--- config.mk ---
export PLATFORM = sky130hd
export DESIGN_NAME = insn_field_decoder
export DESIGN_NICKNAME = d
export VERILOG_FILES = /design/src/rtl/ifd_pkg.sv /design/src/rtl/ifd_format_sel.sv /design/src/rtl/ifd_field_split.sv /design/src/rtl/ifd_imm_gen.sv /design/src/rtl/insn_field_decoder.sv
export SDC_FILE = /design/constraint.sdc
export NUM_CORES = 1
export LEC_CHECK = 0
export BUFFER_PORTS_ARGS = -buffer_cell sky130_fd_sc_hd__clkbuf_2
export CELL_PAD_IN_SITES_DETAIL_PLACEMENT = 1
export CELL_PAD_IN_SITES_GLOBAL_PLACEMENT = 1
export CORE_MARGIN = 5
export CORE_UTILIZATION = 20
export DETAILED_ROUTE_END_ITERATION = 10
export GPL_TIMING_DRIVEN = 0
export PLACE_DENSITY = 0.9
export SYNTH_ARGS = -nofsm -noshare
export SYNTH_HDL_FRONTEND = slang
export SYNTH_HIERARCHICAL = 1
export SYNTH_SLANG_ARGS = --single-unit
--- constraint.sdc ---
create_clock -name vclk -period 3.8
set_clock_uncertainty 0.15 [all_clocks]
set_input_delay 1.14 -clock vclk [all_inputs]
set_output_delay 1.14 -clock vclk [all_outputs]
set_load 0.02 [all_outputs]
--- src/rtl/ifd_pkg.sv ---
// Package: shared widths, class codes, mask bits and opcode values for the
// instruction field decoder. Assumes a 32-bit fixed-width instruction word.
package ifd_pkg;

    localparam int XLEN    = 32;
    localparam int OPC_W   = 6;
    localparam int REG_W   = 5;
    localparam int SHAMT_W = 5;
    localparam int FUNCT_W = 6;
    localparam int IMM_W   = 16;
    localparam int JIDX_W  = XLEN - OPC_W;
    localparam int MASK_W  = 7;

    typedef enum logic [1:0] {
        FMT_REG  = 2'd0,
        FMT_IMM  = 2'd1,
        FMT_JUMP = 2'd2
    } fmt_e;

    // Live-field mask bit positions
    localparam int MB_RS    = 0;
    localparam int MB_RT    = 1;
    localparam int MB_RD    = 2;
    localparam int MB_SHAMT = 3;
    localparam int MB_FUNCT = 4;
    localparam int MB_IMM   = 5;
    localparam int MB_JIDX  = 6;

    // Opcodes with special meaning to the decoder
    localparam logic [OPC_W-1:0] OP_SPECIAL = 6'd0;
    localparam logic [OPC_W-1:0] OP_JMP     = 6'd2;
    localparam logic [OPC_W-1:0] OP_JMPLNK  = 6'd3;
    localparam logic [OPC_W-1:0] OP_ANDI    = 6'd12;
    localparam logic [OPC_W-1:0] OP_ORI     = 6'd13;
    localparam logic [OPC_W-1:0] OP_XORI    = 6'd14;
    localparam logic [OPC_W-1:0] OP_LDUP    = 6'd15;

endpackage

--- src/rtl/ifd_format_sel.sv ---
// Module: ifd_format_sel
// Classifies an opcode into one of three encoding classes and produces the
// matching live-field mask. Assumes the opcode alone picks the class.
module ifd_format_sel
    import ifd_pkg::*;
#(
    parameter int OPW = OPC_W,
    parameter int MW  = MASK_W
) (
    input  logic [OPW-1:0] opcode_i,
    output fmt_e           fmt_o,
    output logic [MW-1:0]  mask_o
);

    // Decide the encoding class from the opcode value
    always_comb begin
        if (opcode_i == OP_SPECIAL[OPW-1:0]) begin
            fmt_o = FMT_REG;
        end else if (opcode_i == OP_JMP[OPW-1:0] ||
                     opcode_i == OP_JMPLNK[OPW-1:0]) begin
            fmt_o = FMT_JUMP;
        end else begin
            fmt_o = FMT_IMM;
        end
    end

    // Build the live-field mask for the chosen class
    always_comb begin
        mask_o = '0;
        unique case (fmt_o)
            FMT_REG: begin
                mask_o[MB_RS]    = 1'b1;
                mask_o[MB_RT]    = 1'b1;
                mask_o[MB_RD]    = 1'b1;
                mask_o[MB_SHAMT] = 1'b1;
                mask_o[MB_FUNCT] = 1'b1;
            end
            FMT_IMM: begin
                mask_o[MB_RS]  = 1'b1;
                mask_o[MB_RT]  = 1'b1;
                mask_o[MB_IMM] = 1'b1;
            end
            default: begin
                mask_o[MB_JIDX] = 1'b1;
            end
        endcase
    end

endmodule

--- src/rtl/ifd_field_split.sv ---
// Module: ifd_field_split
// Slices register, shift, function and jump fields out of the word, zeroing
// those not live for the class, and steers the destination between rd and rt.
// Assumes the fixed bit layout described in the brief.
module ifd_field_split
    import ifd_pkg::*;
#(
    parameter int W   = XLEN,
    parameter int RW  = REG_W,
    parameter int SW  = SHAMT_W,
    parameter int FW  = FUNCT_W,
    parameter int JW  = JIDX_W
) (
    input  logic [W-1:0]  insn_i,
    input  fmt_e          fmt_i,
    output logic [RW-1:0] rs_o,
    output logic [RW-1:0] rt_o,
    output logic [RW-1:0] rd_o,
    output logic [SW-1:0] shamt_o,
    output logic [FW-1:0] funct_o,
    output logic [JW-1:0] jidx_o,
    output logic [RW-1:0] dest_o,
    output logic          wr_en_o
);

    localparam int RS_LSB    = W - OPC_W - RW;
    localparam int RT_LSB    = RS_LSB - RW;
    localparam int RD_LSB    = RT_LSB - RW;
    localparam int SHAMT_LSB = RD_LSB - SW;

    logic [RW-1:0] rs_raw, rt_raw, rd_raw;
    logic [SW-1:0] shamt_raw;
    logic [FW-1:0] funct_raw;
    logic [JW-1:0] jidx_raw;

    // Raw bit slices at their fixed positions
    assign rs_raw    = insn_i[RS_LSB    +: RW];
    assign rt_raw    = insn_i[RT_LSB    +: RW];
    assign rd_raw    = insn_i[RD_LSB    +: RW];
    assign shamt_raw = insn_i[SHAMT_LSB +: SW];
    assign funct_raw = insn_i[0         +: FW];
    assign jidx_raw  = insn_i[0         +: JW];

    // Gate each field by the class that gives it meaning
    always_comb begin
        rs_o    = '0;
        rt_o    = '0;
        rd_o    = '0;
        shamt_o = '0;
        funct_o = '0;
        jidx_o  = '0;
        unique case (fmt_i)
            FMT_REG: begin
                rs_o    = rs_raw;
                rt_o    = rt_raw;
                rd_o    = rd_raw;
                shamt_o = shamt_raw;
                funct_o = funct_raw;
            end
            FMT_IMM: begin
                rs_o = rs_raw;
                rt_o = rt_raw;
            end
            default: begin
                jidx_o = jidx_raw;
            end
        endcase
    end

    // Steer the written register: rd for register class, rt for immediate class
    always_comb begin
        unique case (fmt_i)
            FMT_REG: dest_o = rd_raw;
            FMT_IMM: dest_o = rt_raw;
            default: dest_o = '0;
        endcase
    end

    // Suppress writes that would target the hard-wired zero register
    assign wr_en_o = (fmt_i != FMT_JUMP) && (dest_o != '0);

endmodule

--- src/rtl/ifd_imm_gen.sv ---
// Module: ifd_imm_gen
// Widens the 16-bit immediate field to the datapath width: sign extension by
// default, zero extension for the bitwise-logic opcodes, upper-half placement
// for load-upper. Assumes the caller gates the result by class.
module ifd_imm_gen
    import ifd_pkg::*;
#(
    parameter int W   = XLEN,
    parameter int IW  = IMM_W,
    parameter int OPW = OPC_W
) (
    input  logic [OPW-1:0] opcode_i,
    input  logic [IW-1:0]  imm_raw_i,
    input  logic           imm_live_i,
    output logic [W-1:0]   imm_o,
    output logic           is_lui_o
);

    localparam int PADW = W - IW;

    typedef enum logic [1:0] {
        EXT_SIGN  = 2'd0,
        EXT_ZERO  = 2'd1,
        EXT_UPPER = 2'd2
    } ext_e;

    ext_e         ext_sel;
    logic [W-1:0] sext_v;
    logic [W-1:0] zext_v;
    logic [W-1:0] upper_v;

    // Pick the widening rule from the opcode
    always_comb begin
        if (opcode_i == OP_LDUP[OPW-1:0]) begin
            ext_sel = EXT_UPPER;
        end else if (opcode_i == OP_ANDI[OPW-1:0] ||
                     opcode_i == OP_ORI[OPW-1:0]  ||
                     opcode_i == OP_XORI[OPW-1:0]) begin
            ext_sel = EXT_ZERO;
        end else begin
            ext_sel = EXT_SIGN;
        end
    end

    // Three candidate widened values; the upper-half form needs W >= 2*IW
    generate
        if (PADW >= IW) begin : g_upper_fits
            assign upper_v = {imm_raw_i, {(W-IW){1'b0}}} ;
        end else begin : g_upper_trunc
            assign upper_v = {imm_raw_i[IW-1 -: PADW], {IW{1'b0}}};
        end
    endgenerate
    assign sext_v = {{PADW{imm_raw_i[IW-1]}}, imm_raw_i};
    assign zext_v = {{PADW{1'b0}}, imm_raw_i};

    // Select the widened value, or zero when the class has no immediate
    always_comb begin
        if (!imm_live_i) begin
            imm_o = '0;
        end else begin
            unique case (ext_sel)
                EXT_UPPER: imm_o = upper_v;
                EXT_ZERO:  imm_o = zext_v;
                default:   imm_o = sext_v;
            endcase
        end
    end

    // Load-upper flag straight from the opcode
    assign is_lui_o = (opcode_i == OP_LDUP[OPW-1:0]);

endmodule

--- src/rtl/insn_field_decoder.sv ---
// Module: insn_field_decoder (top)
// Combinational decoder of one instruction word into class, live-field mask,
// register indices, write enable, shift amount, function code, immediate and
// jump index. Assumes a 32-bit word with the opcode in the top six bits.
module insn_field_decoder
    import ifd_pkg::*;
(
    input  logic [31:0] insn_i,
    output logic [1:0]  fmt_o,
    output logic [6:0]  fld_mask_o,
    output logic [4:0]  rs_o,
    output logic [4:0]  rt_o,
    output logic [4:0]  rd_o,
    output logic [4:0]  dest_o,
    output logic        wr_en_o,
    output logic [4:0]  shamt_o,
    output logic [5:0]  funct_o,
    output logic [31:0] imm_o,
    output logic [25:0] jidx_o,
    output logic        is_lui_o
);

    logic [OPC_W-1:0] opcode;
    fmt_e             fmt;
    logic [MASK_W-1:0] mask;

    // Opcode sits at the top of the word
    assign opcode = insn_i[XLEN-1 -: OPC_W];

    ifd_format_sel #(
        .OPW (OPC_W),
        .MW  (MASK_W)
    ) u_fmt (
        .opcode_i (opcode),
        .fmt_o    (fmt),
        .mask_o   (mask)
    );

    ifd_field_split #(
        .W  (XLEN),
        .RW (REG_W),
        .SW (SHAMT_W),
        .FW (FUNCT_W),
        .JW (JIDX_W)
    ) u_split (
        .insn_i  (insn_i),
        .fmt_i   (fmt),
        .rs_o    (rs_o),
        .rt_o    (rt_o),
        .rd_o    (rd_o),
        .shamt_o (shamt_o),
        .funct_o (funct_o),
        .jidx_o  (jidx_o),
        .dest_o  (dest_o),
        .wr_en_o (wr_en_o)
    );

    ifd_imm_gen #(
        .W   (XLEN),
        .IW  (IMM_W),
        .OPW (OPC_W)
    ) u_imm (
        .opcode_i   (opcode),
        .imm_raw_i  (insn_i[IMM_W-1:0]),
        .imm_live_i (mask[MB_IMM]),
        .imm_o      (imm_o),
        .is_lui_o   (is_lui_o)
    );

    // Export class and mask as plain vectors
    assign fmt_o      = fmt;
    assign fld_mask_o = mask;

endmodule

; ---- Word level (Yosys, flattened, before mapping)
; Cells that the tools add are included.
[classes]
reduce_logical = 8
mux = 17
n_eq_ne = 10
[op_table]
columns = op, n
row1 = 32-bit case mux with 2 select lines, 1
row2 = 32-bit 2-to-1 mux, 1
row3 = 26-bit 2-to-1 mux, 1
row4 = 6-bit by 4-bit == test with 1-bit output (second input constant), 4
row5 = 5-bit 2-to-1 mux, 4
row6 = 6-bit by 2-bit == test with 1-bit output (second input constant), 2
row7 = 5-bit case mux with 2 select lines, 1
row8 = 2-bit 2-to-1 mux, 4
row9 = 6-bit logical NOT, 1
row10 = 6-bit 2-to-1 mux, 1
row11 = 5-bit nonzero test, 1
row12 = 2-bit by 1-bit == test with 1-bit output (second input constant), 2
row13 = 1-bit logical OR, 3
row14 = 1-bit 2-to-1 mux, 3
row15 = 3-bit 2-to-1 mux, 1
row16 = 2-bit == test (second input constant), 1
row17 = 2-bit logical NOT, 1
row18 = 2-bit != test (second input constant), 1
row19 = 2-bit OR reduction, 1
row20 = 1-bit logical AND, 1
[word_totals]
word_cells = 35
output_inout_bits = 100
register_bits = 0

; ---- Longest topological paths before layout
; Gate-level depths: netlist of run 1.
[logic_depth]
word_depth = 8
mapped_depth = 6
ltp_nobuf = 5

; ---- By module
; The synthesis of run 1 kept the hierarchy.
[by_module_without_submodules]
columns = module, seq_area_each_um2, cells_per_inst, area_each_um2, n_inst
row1 = ifd_imm_gen, 0.0, 81, 535.5, 1
row2 = ifd_field_split, 0.0, 71, 440.4, 1
row3 = ifd_format_sel, 0.0, 11, 82.6, 1

; ---- Least setup slack after synthesis of run 1
; OpenSTA, ideal clock, no wires.
[synth_path]
path_type = input port to output port
from = in insn_i[29]
to = out wr_en_o
n_path_buf = 1
slack_ps = -483
cell_stages = 6
arrival_time_ps = 2993
cell_sequence = nor4_2 > o21ai_0 > buf_6 > mux2i_1 > nor2_1 > or4_1
[synth_between]
elab_chain_cells = 8
[synth_rtl]
columns = item, line
row1 = start: declaration, insn_field_decoder.sv:8  ; input logic [31:0] insn_i,
row2 = 6-bit by 2-bit == test with 1-bit output (on tied branches), "ifd_format_sel.sv:19, ifd_format_sel.sv:20"
row3 = 1-bit logical OR, ifd_format_sel.sv:19  ; end else if (opcode_i == OP_JMP[OPW-1:0] ||
row4 = 2-bit 2-to-1 mux, ifd_format_sel.sv:19
row5 = 2-bit 2-to-1 mux *, ifd_format_sel.sv:17  ; if (opcode_i == OP_SPECIAL[OPW-1:0]) begin
row6 = named net fmt_o[0], insn_field_decoder.sv:9  ; output logic [1:0] fmt_o,
row7 = 2-bit by 1-bit == test with 1-bit output or 2-bit logical NOT (tied branches), ifd_field_split.sv:72  ; unique case (fmt_i)
row8 = 5-bit case mux with 2 select lines *, ifd_field_split.sv:72
row9 = named net dest_o[0], insn_field_decoder.sv:14  ; output logic [4:0] dest_o,
row10 = 5-bit nonzero test *, ifd_field_split.sv:80  ; assign wr_en_o = (fmt_i != FMT_JUMP) && (dest_o != '0);
row11 = 1-bit logical AND *, ifd_field_split.sv:80
row12 = end: declaration, insn_field_decoder.sv:15  ; output logic wr_en_o,
; Mark *: on every way through the listed nets, which the timed path passes. The rest lies on a longest branch.

; ---- Worst setup path in the final report of run 1
[layout_path]
from = in insn_i[30]
to = out wr_en_o
[layout_between]
elab_chain_cells = 8
[layout_rtl]
columns = item, line
row1 = 6-bit by 2-bit == test with 1-bit output (on tied branches), "ifd_format_sel.sv:19, ifd_format_sel.sv:20"
row2 = 1-bit logical OR, ifd_format_sel.sv:19
row3 = 2-bit 2-to-1 mux, ifd_format_sel.sv:19
row4 = 2-bit 2-to-1 mux *, ifd_format_sel.sv:17
row5 = 2-bit by 1-bit == test with 1-bit output or 2-bit logical NOT (tied branches), ifd_field_split.sv:72
row6 = 5-bit case mux with 2 select lines, ifd_field_split.sv:72
row7 = 5-bit nonzero test, ifd_field_split.sv:80
row8 = 1-bit logical AND *, ifd_field_split.sv:80
; Every way passes the cells marked *; elsewhere a longest branch is shown, timed or not.

==> metrics.md, run 1 <==
| Metric | Value |
|---|---|
| Outcome | finished, violations left |
| Failing checks | negative setup slack |
| Top post-synthesis cells by area | and2_1 25%, mux2i_1 19%, nand4_1 8.9% |
| LEAKAGE | between 1 and 1.5 nW |
| Fill cells | 628 |
| Required @ worst endpoint | ~2.5 ns |
| Worst IR Drop VDD | 49.03 uV |
| Mapped Area | 0.001059 mm2 |
| Die area | a little under 0.007 mm2 |
| Clock buffers | 0 |
| Post-DP HPWL | roughly 4700 um |
| Period minus WS final | 4.120 ns |
| Seq cells | 0 |
| Routed len/inst | about 18 um |
| # diodes | 0 |
| Register area | 0 um2 |
| DIE WIDTH | slightly above 80 um |
| Number of global-route vias before repair | 1,923 |
| Final setup margin | -0.3199 ns |
| Synth Area per Inst | roughly 6.5 um2 |
| HP Class | in -> out |
| Final instance area | 0.002643 mm2 |
| Via count | between 1,500 and 2,000 |
| Highest clock rate | around 240 MHz |
| Yosys top cell area share | 0.2541 |
| All-Layer GR Usage | 0.1746 |
| Met1 Usage GRT | 0.1873 |
| Slew Limit Fails | 0 |
| Routing usage on met3 | 0.03471 |
| Initial Util | 0.2059 |
| Crit path DAT | ~2.8 ns |
| Die height | between 80 and 90 um |
| Yosys warns | 6 |
| Post-route ant nets | 0 |
| Worst Hold Depth | 3 |
| Synth unique cells | 20 |
| Hold_buf cts | 0 |
| Worst setup EP type | output port |
| Initial drt markers | 60 |
| Dpl cell area | roughly 0.0018 mm2 |
| Core Region | just over 0.005 mm2 |
| GP Congestion | about 0.74 |
| Routed WL | just under 7000 um |
| Final Util | 0.5141 |
| Gr busiest metal | met2 |
| Vias per cell | 4.608 |
| Final period utilization | 1.084 |
| Final hold violations | 0 |
| First-pass GRT wire length | ~9500 um |
| Total iterations of the first detailed-routing run | 4 |
| RSZ-0062 raised after global routing | yes |
| Port Buffer Count | 132 |
| Pre-CTS setup slack | -0.5972 ns |
| Slew headroom | 0.7818 |
| Max_cap viols | 0 |
| Layout cells sized above 1 | 0.6887 |
| CP max FO | 6 |
| Nets | ~350 |
| Seq/Total Area, Yosys | 0 |
| Setup-failing EPs final | between 40 and 50 |
| Met2 usage | 0.3518 |
| Core Rows | 26 |
| Ports | ~130 |
| Startpoint types | input port |
| Area grow syn2layout | 149.6% |
| PD cells | approximately 92 mW/mm2 |
| Crit Path Class | in -> out |
| # DRC | 0 |
| Area leader, netlist | and2_1 |
| Syn nets | ~200 |
| Total global routing overflow | 0 |
| Measured slew at the worst slew-check pin | ~0.33 ns |
| Largest net degree at the start of global routing | 11 |
| Initial antenna violation count | 0 |
| Mapped Cells | around 160 |
==> synthesized netlist by cell type, drive strengths merged <==
master and instances:
nor4 1, mux2i 20, nor3b 1, o21ai 1
nor2 6, nor2b 10, nand4 15, and2 45
clkbuf 8, nand2 18, or4 1, a21oi 18
buf 17, and4bb 1, inv 1
==> final timing paths <==
| check | start | endpoint | slack (ns) |
|---|---|---|---|
| max | insn_i[30] | wr_en_o | -0.32 |
| min | insn_i[21] | jidx_o[21] | 2.46 |
==> routing by layer <==
metal | part of all wire | up-vias
li1 | - | 858
met2 | 0.54 | 78
met1 | 0.37 | 842
met3 | 0.081 | 10
met5 | 0 | -
met4 | 0.017 | 0
==> kinds of logic after synthesis <==
family / synth area share
buffers and inverters: 0.1761
AND/OR/NAND/NOR: 0.5449
AO/OA/AOI/OAI: 0.08983
multiplexers: 0.1891
==> worst max-delay path, stage by stage <==
cell and delay (ns):
buf_8 0.10, nor4_4 0.34, o21ai_4 0.12, buf_8 0.16
mux2i_4 0.19, a21oi_2 0.08, or4_4 0.54, buf_8 0.14
==> through the flow <==
stage	TNS [ns]	power, mW	hold WS, ns	std cells
after global routing	-8.404	0.2601	2.483	388
after CTS	-4.952	0.2186	2.454	379
final	-4.645	0.2432	2.460	388
after global placement	-21.68	0.1937	2.442	365
after floorplan	-1.690	0.1150	2.189	163
after detailed placement	-23.37	0.1971	2.452	365
==> cell usage in the layout (no fill, tap or decap), drive strengths merged <==
cell type   n
inv         1
mux2i      20
clkbuf     90
nor2        6
and4bb      1
and2       45
nand4      15
a21oi      18
nor3b       1
buf        90
nand2      18
nor4        1
or4         1
o21ai       1
nor2b      10
==> where the power goes <==
group          total, mW  internal (mW)  switching, mW
Combinational      0.243          0.104          0.139
Clock                  0              0              0
Sequential             0              0              0
Total              0.243          0.104          0.139
==> repair_timing <==
item,4_1_cts,5_1_grt
gates resized for setup,97,116
cloned,1,4
endpoints found under the setup margin,65,78
buffers inserted,13,7
pin swaps,4,3
==> cell type report <==
class,instances,area (um2),area share
Timing Repair Buffer,157,1264,0.4782
Multi-Input combinational cell,137,1022,0.3868
Buffer,23,265.3,0.1004
Tap cell,70,87.58,0.03314
Inverter,1,3.754,0.001420
No activity file was read; power rests on OpenSTA's default activity.
==> inputs of run 2 (changes only) <==
--- a/config.mk
+++ b/config.mk
@@ -13,6 +13,7 @@
 export DETAILED_ROUTE_END_ITERATION = 10
 export GPL_TIMING_DRIVEN = 0
 export PLACE_DENSITY = 0.9
+export SETUP_SLACK_MARGIN = 0.3
 export SYNTH_ARGS = -nofsm -noshare
 export SYNTH_HDL_FRONTEND = slang
 export SYNTH_HIERARCHICAL = 1
==> run 2 against run 1 <==
Net effect: the flow still finishes with violations (negative setup slack); via count is 15% higher; die area stayed put; core utilization up 19 points; global-route usage is 5.9 points higher; first-iteration DRC count increased by 40%; setup slack lost 0.094 ns; worst hold slack better by 0.00086 ns; final cell count is 4.1% higher; critical path depth stayed put; combinational power grew 44%; non-clock buffer count grew 16; count of clock-buffer cells in the layout unchanged.
==> metrics.md, run 2 (same netlist as run 1, synthesis figures left out) <==
| Metric | Value |
|---|---|
| Outcome | finished, violations left |
| Failing checks | negative setup slack |
| # DRC | 0 (unchanged) |
| Die area | 0.006848 mm2 (unchanged) |
| Number of global-route vias before repair | 2,193 (+14%) |
| Post-DP HPWL | 4813 um (+1.6%) |
| Register area | 0 um2 (unchanged) |
| Highest clock rate | 237.3 MHz (-2.2%) |
| Seq cells | 0 (unchanged) |
| Post-route ant nets | 0 (unchanged) |
| Final Power | 0.3496 mW (+44%) |
| DIE WIDTH | 82.75 um (unchanged) |
| Slew Limit Fails | 0 (unchanged) |
| # diodes | 0 (unchanged) |
| Setup-failing EPs final | 93 (+100%) |
| Sw frac | 0.5142 (-0.05793) |
| Layout cells sized above 1 | 0.8982 (+0.2095) |
| RSZ-0062 raised after global routing | yes |
| Crit path DAT | 2.92 ns (+0.09 ns) |
| Most frequent cells in the layout | 54 x buf_6, 43 x and2_4, 39 x buf_8 |
| CP endpoint | wr_en_o |
| Cell Count, Final, Fillers Out | 404 (+4.1%) |
| Sw Pwr | 0.1798 mW (+29%) |
| Final period utilization | 1.109 (+0.02480) |
| Vias per cell | 5.079 (+10%) |
| LEAKAGE | 1.748 nW (+27%) |
| Seq pwr share | 0 (unchanged) |
| Fill cells | 533 (-15%) |
| Core Region | 0.005140 mm2 (unchanged) |
| Total iterations of the first detailed-routing run | 5 (+1) |
| Hold_buf cts | 0 (unchanged) |
| Crit Path Class | in -> out |
| HP Class | in -> out |
| Initial drt markers | 84 (+40%) |
| Slew headroom | 0.7618 (-0.02003) |
| Core Rows | 26 (unchanged) |
| Initial antenna violation count | 0 (unchanged) |
| CP max FO | 6 (unchanged) |
| Required @ worst endpoint | 2.51 ns (about the same) |
| Combinational share of power | 1.000 (about the same) |
| Max_cap viols | 0 (unchanged) |
| Measured slew at the worst slew-check pin | 0.3546 ns (+0.02773 ns) |
| Worst setup EP type | output port |
| Routed len/inst | 26.13 um (+49%) |
| Final hold violations | 0 (unchanged) |
| Period minus WS final | 4.214 ns (+0.09422 ns) |
| PD cells | 96.51 mW/mm2 (+4.9%) |
| Largest net degree at the start of global routing | 11 (unchanged) |
| First-pass GRT wire length | 11,990 um (+26%) |
| Initial Util | 0.2059 (unchanged) |
| Multi-input logic area | 0.001282 mm2 (+25%) |
| Most common cell after layout, fill and taps aside | buf_6 |
| Die height | 82.75 um (unchanged) |
| Area grow syn2layout | 242.2% |
| Final setup margin | -0.4141 ns (-0.09422 ns) |
| Part of the power in the clock network | 0 (unchanged) |
| Ports | 132 (unchanged) |
| Internal power | 0.1698 mW (+63%) |
| Port Buffer Count | 132 (unchanged) |
| CP startpoint | insn_i[28] |
| Routed WL | 10,560 um (+55%) |
| Worst IR Drop VDD | 45.39 uV (-7.4%) |
| Total global routing overflow | 0 (unchanged) |
| Startpoint types | input port |
| Via count | 2,052 (+15%) |
| Clock buffers | 0 (unchanged) |
| Nets | 368 (+4.5%) |
| GP Congestion | 0.6884 (-7.1%) |
| All-Layer GR Usage | 0.2339 (+0.05924) |
| Placed cells | 365 (unchanged) |
run 2: layout make-up:
class / count / share of cell area
well taps: 70 / 0.02418
multi-input cells: 137 / 0.3541
plain buffers: 25 / 0.1043
inverters: 1 / 0.001036
repair buffers: 171 / 0.5164
run 2: repair_timing:
| item | 4_1_cts | 5_1_grt |
|---|---|---|
| pin swaps | 5 | 13 |
| gates cloned | 6 | 2 |
| gates resized for setup | 208 | 200 |
| setup endpoints to repair | 93 | 99 |
| buffers inserted | 18 | 13 |
run 2: power groups by stage:
stage | Clock (mW) | Combinational, mW | Sequential (mW)
floorplan | 0 | 0.131 | 0
global placement | 0 | 0.208 | 0
detailed placement | 0 | 0.213 | 0
CTS | 0 | 0.286 | 0
global route | 0 | 0.362 | 0
finish | 0 | 0.350 | 0
run 2: metal layers:
metal  track usage  wire length, um  share of wire
met1        0.2447             3675           0.35
met2        0.4880             5837           0.55
met3       0.02386              544          0.052
met4       0.05065              497          0.047
met5             0                0              0
run 2: worst min path at each step:
stage	start	endpoint	slack [ns]	cells past startpoint
CTS	insn_i[26]	fld_mask_o[2]	2.46	3
global route	insn_i[25]	rs_o[4]	2.47	3
detailed placement	insn_i[26]	fld_mask_o[2]	2.45	3
global placement	insn_i[26]	fld_mask_o[2]	2.45	3
finish	insn_i[25]	rs_o[4]	2.46	3
floorplan	insn_i[26]	fld_mask_o[2]	2.19	1
run 2: through the flow:
stage               instance area, um2    util  TNS, ns  hold WS [ns]  setup WS (ns)
floorplan                         1221       -   -1.690         2.189        -0.1144
global placement                  1969  0.3832   -19.57         2.446        -0.5758
detailed placement                1969  0.3832   -23.77         2.447        -0.6470
CTS                               3065  0.5964   -7.714         2.457        -0.2982
global route                      3622  0.7047   -24.93         2.475        -0.4742
finish                            3622  0.7047   -17.99         2.461        -0.4141
run 2: worst max-delay path: stages:
cell and delay (ns):
clkbuf_2 0.11, nor4_4 0.38, o21ai_4 0.12, buf_12 0.17, mux2i_4 0.18, a21oi_2 0.10, or4_4 0.55, buf_8 0.15
==> inputs of run 3 (changes only) <==
--- a/config.mk
+++ b/config.mk
@@ -8,7 +8,6 @@
 export BUFFER_PORTS_ARGS = -buffer_cell sky130_fd_sc_hd__clkbuf_2
 export CELL_PAD_IN_SITES_DETAIL_PLACEMENT = 1
 export CELL_PAD_IN_SITES_GLOBAL_PLACEMENT = 1
-export CORE_MARGIN = 5
 export CORE_UTILIZATION = 20
 export DETAILED_ROUTE_END_ITERATION = 10
 export GPL_TIMING_DRIVEN = 0
==> constraint.sdc (replaced) <==
create_clock -name vclk -period 4.1
set_clock_uncertainty 0.15 [all_clocks]
set_input_delay 1.23 -clock vclk [all_inputs]
set_output_delay 1.23 -clock vclk [all_outputs]
set_load 0.02 [all_outputs]
==> run 3 against run 2 <==
Net effect: the flow still finishes with violations (negative setup slack); worst hold slack gained 0.18 ns; count of clock-buffer cells in the layout is the same; sequential share of layout area unchanged; critical path type unchanged; highest routed layer unchanged.
==> metrics.md, run 3 (same netlist as run 1, synthesis figures left out) <==
| Metric | Value |
|---|---|
| Outcome | finished, violations left |
| Failing checks | negative setup slack |
| Routed WL | 8122 um (-23%) |
| Most common cell after layout, fill and taps aside | and2_4 |
| Critical path buffers and inverters | 3 (unchanged) |
| # diodes | 0 (unchanged) |
| Slew Limit Fails | 0 (unchanged) |
| Seq cells | 0 (unchanged) |
| Internal power | 0.1337 mW (-21%) |
| Crit-path max cell delay | 0.52 ns (-0.03 ns) |
| Most frequent cells in the layout | 44 x and2_4, 43 x buf_8, 43 x buf_4 |
| Initial Util | 0.2073 (+0.001312) |
| Setup-failing EPs final | 8 (-91%) |
| Number of global-route vias before repair | 1,939 (-12%) |
| Die height | 74.75 um (-9.7%) |
| Slew headroom | 0.8042 (+0.04238) |
| Vias per cell | 4.869 (-4.1%) |
| Routing usage on met3 | 0.02410 (+0.0002352) |
| Post-route ant nets | 0 (unchanged) |
| Final Util | 0.6335 (-0.07121) |
| Crit path DAT | 2.98 ns (+0.06 ns) |
| Setup total negative slack | -0.4045 ns (+17.58 ns) |
| Startpoint types | input port |
| Final setup margin | -0.2593 ns (+0.1549 ns) |
| RSZ-0062 raised after global routing | yes |
| Final instance area | 0.003236 mm2 (-11%) |
| Sw frac | 0.5214 (+0.007259) |
| PD cells | 86.38 mW/mm2 (-11%) |
| Post-DP HPWL | 4281 um (-11%) |
| Final Power | 0.2795 mW (-20%) |
| CP max FO | 6 (unchanged) |
| Multi-input logic area | 0.001166 mm2 (-9.1%) |
| Crit-path leading delay family | simple AND/OR/NAND/NOR gates |
| Worst IR Drop VDD | 49.14 uV (+8.2%) |
| Fill cells | 567 (+6.4%) |
| Clock buffers | 0 (unchanged) |
| Crit path max-delay cell type | or4_4 |
| Layout cells sized above 1 | 0.7969 (-0.1013) |
| Nets | 354 (-3.8%) |
| Hold_buf cts | 0 (unchanged) |
| # DRC | 0 (unchanged) |
| Final period utilization | 1.063 |
| Final hold violations | 0 (unchanged) |
| Crit Path Class | in -> out |
| Initial drt markers | 100 (+19%) |
| Ports | 132 (unchanged) |
| Required @ worst endpoint | 2.72 ns (+0.21 ns) |
| Gr busiest metal | met2 |
| Via count | 1,899 (-7.5%) |
| DIE WIDTH | 74.75 um (-9.7%) |
| Register area | 0 um2 (unchanged) |
| Largest net degree at the start of global routing | 11 (unchanged) |
| HP Class | in -> out |
| Port Buffer Count | 132 (unchanged) |
| Part of the power in the clock network | 0 (unchanged) |
| Dpl cell area | 0.001883 mm2 (-4.4%) |
| Initial antenna violation count | 0 (unchanged) |
| Crit-path most repeated cell | buf_6 |
| GP Congestion | 0.7905 (+15%) |
| Pre-CTS setup slack | -0.5018 ns (+0.1453 ns) |
| Met1 Usage GRT | 0.2498 (+0.005139) |
| All-Layer GR Usage | 0.2318 (-0.002042) |
| Measured slew at the worst slew-check pin | 0.2915 ns (-0.06310 ns) |
| Combinational share of power | 1.000 (about the same) |
| Seq pwr share | 0 (unchanged) |
| Routed len/inst | 20.83 um (-20%) |
| Max_cap viols | 0 (unchanged) |
| Area grow syn2layout | 205.7% |
| Worst setup EP type | output port |
| Hold_ws | 2.644 ns (+0.1827 ns) |
| Critical-path cell list | buf_6, nor4_4, o21ai_4, buf_6, mux2i_2, a21oi_1, or4_4, clkbuf_8 |
| LEAKAGE | 1.599 nW (-8.5%) |
| Cell Count, Final, Fillers Out | 390 (-3.5%) |
| Total iterations of the first detailed-routing run | 4 (-1) |
| Met2 usage | 0.4805 (-0.007500) |
| Placed cells | 365 (unchanged) |
| Die area | 0.005588 mm2 (-18%) |
| Sw Pwr | 0.1457 mW (-19%) |
| Core Rows | 26 (unchanged) |
| Core Region | 0.005107 mm2 (-0.63%) |
| Total global routing overflow | 0 (unchanged) |
| Highest clock rate | 229.4 MHz |
| Period minus WS final | roughly 4.4 ns |
| First-pass GRT wire length | 9825 um (-18%) |
## run 3: power by group through the flow
stage	registers (mW)	logic [mW]	clock network, mW
6_report	0	0.279	0
5_1_grt	0	0.293	0
4_1_cts	0	0.236	0
3_3_place_gp	0	0.182	0
2_1_floorplan	0	0.112	0
3_5_place_dp	0	0.186	0
## run 3: layout make-up
class                           instances  share of cell area
Multi-Input combinational cell        137              0.3604
Inverter                                1            0.001160
Buffer                                 25              0.1125
Timing Repair Buffer                  157              0.4988
Tap cell                               70             0.02707
## run 3: metal layers
metal / routed length, um / share of wire / vias up
met5: 0 / 0 / -
met2: 4381 / 0.54 / 98
met3: 450 / 0.055 / 17
li1: - / - / 862
met1: 3088 / 0.38 / 922
met4: 202 / 0.025 / 0
## run 3: what timing repair did
| action | 4_1_cts | 5_1_grt |
|---|---|---|
| gates resized for setup | 185 | 185 |
| cloned | 3 | 3 |
| setup endpoints to repair | 90 | 95 |
| pin swaps | 10 | 9 |
| buffers inserted | 15 | 4 |
## run 3: final timing paths
check                  start       to  slack, ns  cells past startpoint
setup / recovery  insn_i[30]  wr_en_o      -0.26                      8
hold / removal    insn_i[22]  rs_o[1]       2.64                      3
